### config.mk
export PLATFORM = sky130hd
export DESIGN_NAME = pswallow_div
export DESIGN_NICKNAME = d
export VERILOG_FILES = /design/src/rtl/pswallow_pkg.sv /design/src/rtl/pswallow_cfg.sv /design/src/rtl/pswallow_prescaler.sv /design/src/rtl/pswallow_counters.sv /design/src/rtl/pswallow_div.sv
export SDC_FILE = /design/constraint.sdc
export NUM_CORES = 1
export LEC_CHECK = 0
export BUFFER_PORTS_ARGS = -buffer_cell sky130_fd_sc_hd__buf_2
export CAP_MARGIN = 40
export CORE_ASPECT_RATIO = 1.5
export CORE_MARGIN = 5
export CORE_UTILIZATION = 55
export CTS_CLUSTER_DIAMETER = 80
export DETAILED_ROUTE_END_ITERATION = 10
export PLACE_DENSITY = 0.74
export SLEW_MARGIN = 20
export SYNTH_ARGS = -nofsm -noshare
export SYNTH_HDL_FRONTEND = slang
export SYNTH_HIERARCHICAL = 1
export SYNTH_SLANG_ARGS = --single-unit
### constraint.sdc
create_clock -name clk_i -period 14.3 [get_ports clk_i]
set_clock_uncertainty 0.05 [all_clocks]
set_input_delay 1.43 -clock clk_i [delete_from_list [all_inputs] [get_ports clk_i]]
set_output_delay 1.43 -clock clk_i [all_outputs]
set_load 0.005 [all_outputs]
### src/rtl/pswallow_pkg.sv
package pswallow_pkg;

  typedef enum logic [1:0] {
    PSC_8  = 2'b00,
    PSC_16 = 2'b01,
    PSC_32 = 2'b10,
    PSC_64 = 2'b11
  } psc_mode_e;

  localparam int unsigned PSC_CNT_W = 7;

  // Base modulus P for a mode code; the high modulus is P+1.
  function automatic logic [PSC_CNT_W-1:0] base_modulus(input psc_mode_e mode);
    logic [PSC_CNT_W-1:0] m;
    m = 7'd8 << mode;
    return m;
  endfunction

endpackage

### src/rtl/pswallow_cfg.sv
module pswallow_cfg
  import pswallow_pkg::*;
#(
  parameter int unsigned A_W   = 6,
  parameter int unsigned B_W   = 13,
  parameter int unsigned B_MIN = 3
) (
  input  logic           clk_i,
  input  logic           rst_ni,
  input  logic [1:0]     stage_mode_i,
  input  logic [A_W-1:0] stage_a_i,
  input  logic [B_W-1:0] stage_b_i,
  input  logic           load_req_i,
  input  logic           period_end_i,
  output psc_mode_e      nxt_mode_o,
  output logic [A_W-1:0] nxt_a_o,
  output logic [B_W-1:0] nxt_b_o,
  output psc_mode_e      act_mode_o,
  output logic [A_W-1:0] act_a_o,
  output logic [B_W-1:0] act_b_o,
  output logic           pend_o,
  output logic           err_o
);

  localparam logic [B_W-1:0] BMIN_V = B_W'(B_MIN);

  psc_mode_e      act_mode_q;
  logic [A_W-1:0] act_a_q;
  logic [B_W-1:0] act_b_q;
  logic           pend_q, pend_d;
  logic           err_q, err_d;
  logic           apply, legal, take;

  always_comb begin
    legal  = (stage_b_i >= BMIN_V) && (B_W'(stage_a_i) <= stage_b_i);
    apply  = period_end_i && pend_q;
    take   = apply && legal;
    pend_d = apply ? 1'b0 : (pend_q | load_req_i);
    err_d  = apply ? !legal : err_q;
    nxt_mode_o = take ? psc_mode_e'(stage_mode_i) : act_mode_q;
    nxt_a_o    = take ? stage_a_i : act_a_q;
    nxt_b_o    = take ? stage_b_i : act_b_q;
  end

  always_ff @(posedge clk_i or negedge rst_ni) begin
    if (!rst_ni) begin
      act_mode_q <= PSC_8;
      act_a_q    <= '0;
      act_b_q    <= BMIN_V;
      pend_q     <= 1'b0;
      err_q      <= 1'b0;
    end else begin
      pend_q <= pend_d;
      err_q  <= err_d;
      if (take) begin
        act_mode_q <= nxt_mode_o;
        act_a_q    <= nxt_a_o;
        act_b_q    <= nxt_b_o;
      end
    end
  end

  assign act_mode_o = act_mode_q;
  assign act_a_o    = act_a_q;
  assign act_b_o    = act_b_q;
  assign pend_o     = pend_q;
  assign err_o      = err_q;

endmodule

### src/rtl/pswallow_prescaler.sv
module pswallow_prescaler
  import pswallow_pkg::*;
(
  input  logic      clk_i,
  input  logic      rst_ni,
  input  psc_mode_e mode_i,
  input  logic      high_mod_i,
  output logic      tick_o
);

  logic [PSC_CNT_W-1:0] cnt_q, cnt_d;
  logic [PSC_CNT_W-1:0] last;

  always_comb begin
    last   = base_modulus(mode_i) - (high_mod_i ? 7'd0 : 7'd1);
    tick_o = (cnt_q == last);
    cnt_d  = tick_o ? '0 : cnt_q + 7'd1;
  end

  always_ff @(posedge clk_i or negedge rst_ni) begin
    if (!rst_ni) cnt_q <= '0;
    else         cnt_q <= cnt_d;
  end

endmodule

### src/rtl/pswallow_counters.sv
module pswallow_counters #(
  parameter int unsigned A_W   = 6,
  parameter int unsigned B_W   = 13,
  parameter int unsigned B_MIN = 3
) (
  input  logic           clk_i,
  input  logic           rst_ni,
  input  logic           tick_i,
  input  logic [A_W-1:0] nxt_a_i,
  input  logic [B_W-1:0] nxt_b_i,
  output logic           high_mod_o,
  output logic           period_end_o
);

  logic [A_W-1:0] swl_q, swl_d;
  logic [B_W-1:0] main_q, main_d;

  always_comb begin
    high_mod_o   = (swl_q != '0);
    period_end_o = tick_i && (main_q == '0);
    swl_d  = swl_q;
    main_d = main_q;
    if (period_end_o) begin
      swl_d  = nxt_a_i;
      main_d = nxt_b_i - B_W'(1);
    end else if (tick_i) begin
      main_d = main_q - B_W'(1);
      if (high_mod_o) swl_d = swl_q - A_W'(1);
    end
  end

  always_ff @(posedge clk_i or negedge rst_ni) begin
    if (!rst_ni) begin
      swl_q  <= '0;
      main_q <= B_W'(B_MIN - 1);
    end else begin
      swl_q  <= swl_d;
      main_q <= main_d;
    end
  end

endmodule

### src/rtl/pswallow_div.sv
module pswallow_div
  import pswallow_pkg::*;
#(
  parameter int unsigned A_W   = 6,
  parameter int unsigned B_W   = 13,
  parameter int unsigned B_MIN = 3
) (
  input  logic           clk_i,
  input  logic           rst_ni,
  input  logic [1:0]     stage_mode_i,
  input  logic [A_W-1:0] stage_swallow_i,
  input  logic [B_W-1:0] stage_main_i,
  input  logic           load_req_i,
  output logic           load_pend_o,
  output logic           div_pulse_o,
  output logic           cfg_err_o
);

  psc_mode_e      nxt_mode, act_mode;
  logic [A_W-1:0] nxt_a, act_a;
  logic [B_W-1:0] nxt_b, act_b;
  logic           tick, high_mod, period_end;

  pswallow_cfg #(.A_W(A_W), .B_W(B_W), .B_MIN(B_MIN)) u_cfg (
    .clk_i        (clk_i),
    .rst_ni       (rst_ni),
    .stage_mode_i (stage_mode_i),
    .stage_a_i    (stage_swallow_i),
    .stage_b_i    (stage_main_i),
    .load_req_i   (load_req_i),
    .period_end_i (period_end),
    .nxt_mode_o   (nxt_mode),
    .nxt_a_o      (nxt_a),
    .nxt_b_o      (nxt_b),
    .act_mode_o   (act_mode),
    .act_a_o      (act_a),
    .act_b_o      (act_b),
    .pend_o       (load_pend_o),
    .err_o        (cfg_err_o)
  );

  pswallow_prescaler u_psc (
    .clk_i      (clk_i),
    .rst_ni     (rst_ni),
    .mode_i     (act_mode),
    .high_mod_i (high_mod),
    .tick_o     (tick)
  );

  pswallow_counters #(.A_W(A_W), .B_W(B_W), .B_MIN(B_MIN)) u_cnt (
    .clk_i        (clk_i),
    .rst_ni       (rst_ni),
    .tick_i       (tick),
    .nxt_a_i      (nxt_a),
    .nxt_b_i      (nxt_b),
    .high_mod_o   (high_mod),
    .period_end_o (period_end)
  );

  assign div_pulse_o = period_end;

endmodule

==> results.cfg <==
[outcome]
outcome = complete, no violations

[sta]
min_period_over_period_pct = 45.5
rsz0062_at_grt = false
hold_viol_final = 0
slew_headroom_pct = 44.5
fin_crit_ns = 6.51
worst_pin_slew_ns = 0.833
finalSetupTns_ns = 0
setup_viol = 0
max_freq_mhz = 154
worst_slack_ns = 7.79
slew_viol_final = 0

[clock_network]
cts_setup_buffers = 0
post_cts_resize_count = 0
cts-root-buf = clkbuf_8
clock_latency_ns = 0.31
clock-sinks = 49
cts_max_path_buffers = 2
clk_pin_slew_ns = 0.09
cts_buffers = 5
htree_levels = 2
cts_tree = yes
ctsHoldBuffers = 0

[worst_hold_path]
hp-class = flop to flop
whs_path_depth = 1
min_from = u_cfg/pend_o$_DFF_PN0_
whs_endpoint = u_cfg/pend_o$_DFF_PN0_

[floorplan]
ios = 27
die_area_mm2 = 0.00791
rows = 35
dieHeight_um = 106
core_mm2 = 0.00609
die_x_um = 74.3
initial_core_util_pct = 56.0

[setup_path]
timing.rr.end = u_cnt/main_q[6]$_DFFE_PN0P_
worst_setup_path_end_kind = flop
critical_path.cell_chain = inv_1 > ha_1 > nor2b_1 > nand2_1 > or4b_1 > a32oi_1 > and4bb_1 > buf_4 > nor3b_2 > nand4_2 > inv_2 > nand2_1 > a41o_1 > nand2_1 > o211ai_2 > a21oi_1 > ha_1 > nand2b_1 > nor2_1 > or4b_1 > a22o_1 > a221o_1
crit_path_max_fanout = 34
crit_slowest_cell = inv_2
critPathKind = flop to flop
cpPeakStageDelay_ns = 0.55
worst-path-buf-inv = 3
r2r_cells = 22
cp.arrival_ns = 6.66
path_common_cell = nand2_1
critPathRequiredTime_ns = 14.45
r2r_start = u_cnt/swl_q[0]$_DFFE_PN0P_
reg2reg_setup_slack_ns = 7.79
worst_setup_path_start_kind = flop
crit_family = simple AND/OR/NAND/NOR gates

[detailed_routing]
first_pass_iters = 4
antenna_left = 0
routed-via-count = 3080
wl_per_cell_um = 18.1
wl_um = 8640
avgViaCountPerCell = 6.47
drc_errors = 0
drt-initial-drc-count = 208

[global_route]
grt_max_degree = 50
grt_pass1_vias = 2965
overflow = 0
antenna_found_initial = 0
grt_first_pass_wirelength_um = 14200
grt_use_total_pct = 22.9

[final_layout]
fin_util_pct = 60.3
nets = 435
syn_to_final_growth_pct = 7.63
antenna_cells = 0
drive_gt1_share_pct = 17.4

[synth]
yosysWarnings = 6
syn-instance-count = 384
synth_nets = 418
synth_area_mm2 = 0.00341
syn_area_per_cell_um2 = 8.88

[placement]
hpwl_um = 6080
dp_slack_ns = 7.93
gp_congestion = 0.820
portBuffers = 26

[pwr]
ir_drop_v = 0.0000691
power_density_mw_per_mm2 = 115
leakage_nw = 1.55

[job]
maxCapViolations = 0
## per-stage QoR
step	total power (W)	instances	area [um^2]	hold slack, ns
2_1_floorplan	0.000284	384	3410	0.408
3_3_place_gp	0.000316	468	3550	0.445
3_5_place_dp	0.000320	468	3550	0.452
4_1_cts	0.000425	476	3670	0.466
5_1_grt	0.000451	476	3670	0.477
6_report	0.000424	476	3670	0.460
## layout make-up
| type | count | area (um^2) |
|---|---|---|
| fillers | 569 | 2420 |
| well taps | 74 | 92.6 |
| clock buffers | 7 | 86.3 |
| clock inverters | 1 | 30.0 |
| flip-flops and latches | 49 | 1230 |
| repair buffers | 31 | 168 |
| inverters | 18 | 67.6 |
| multi-input cells | 296 | 2000 |
## placed cells by master, fill, tap and decap left out, types with 3 or more instances in the layout
cell       count
buf_4          5
nand4_1        3
nor3_1         8
clkbuf_8       6
or3_1          4
or2_2          3
a21oi_1       16
o2111ai_1     22
inv_1         17
dfstp_2        3
o21ai_0        5
nor4_1         3
buf_2         26
o211ai_2      10
o21ai_1        6
a41oi_1        4
xnor2_1        5
nand3_1       25
a211o_1        4
o211ai_1      17
a32oi_1        3
nor2_1        28
a211oi_1       4
ha_1          10
nand2_1       61
xor2_1         4
dfrtp_1       46
## worst reg2reg max path, stage by stage (launching register included)
cell and delay [ns]:
dfrtp_1 0.37, inv_1 0.07, ha_1 0.22, nor2b_1 0.15, nand2_1 0.21, or4b_1 0.47
a32oi_1 0.17, and4bb_1 0.22, buf_4 0.30, nor3b_2 0.48, nand4_2 0.37, inv_2 0.55
nand2_1 0.21, a41o_1 0.52, nand2_1 0.24, o211ai_2 0.12, a21oi_1 0.18, ha_1 0.22
nand2b_1 0.10, nor2_1 0.20, or4b_1 0.46, a22o_1 0.20, a221o_1 0.34
## worst max path at each step
stage	startpoint	end	cells after the start
final	u_cnt/swl_q[0]$_DFFE_PN0P_	u_cnt/main_q[6]$_DFFE_PN0P_	22
after CTS	u_cnt/swl_q[0]$_DFFE_PN0P_	u_cnt/main_q[6]$_DFFE_PN0P_	22
after detailed placement	u_cnt/swl_q[0]$_DFFE_PN0P_	u_cnt/main_q[6]$_DFFE_PN0P_	22
after global placement	u_cnt/swl_q[0]$_DFFE_PN0P_	u_cnt/main_q[5]$_DFFE_PN0P_	22
after floorplan	u_cnt/swl_q[0]$_DFFE_PN0P_	u_cnt/main_q[6]$_DFFE_PN0P_	22
after global routing	u_cnt/swl_q[0]$_DFFE_PN0P_	u_cnt/main_q[6]$_DFFE_PN0P_	24
## where the power goes
part / internal (W) / switching, W / total [W]
logic: 0.0000519 / 0.0000638 / 0.000116
registers: 0.000169 / 0.0000331 / 0.000202
clock network: 0.0000571 / 0.0000487 / 0.000106
total: 0.000278 / 0.000146 / 0.000424
## sequential cells by signal (all words and copies together), names as in the netlist
register / count
u_cfg/act_b_o: 13
u_cfg/err_o: 1
u_cnt/main_q: 13
u_cfg/act_a_o: 6
u_cfg/act_mode_o: 2
u_cnt/swl_q: 6
u_cfg/pend_o: 1
u_psc/cnt_q: 7
## layer usage
layer	up-vias	global-route usage [%]	wire (um)
met1	1506	27.1	3450
met4	0	10.4	248
met2	64	39.6	4690
li1	1493	-	-
met3	17	3.78	251
met5	-	0	0
(Power assumes the default switching activity.)
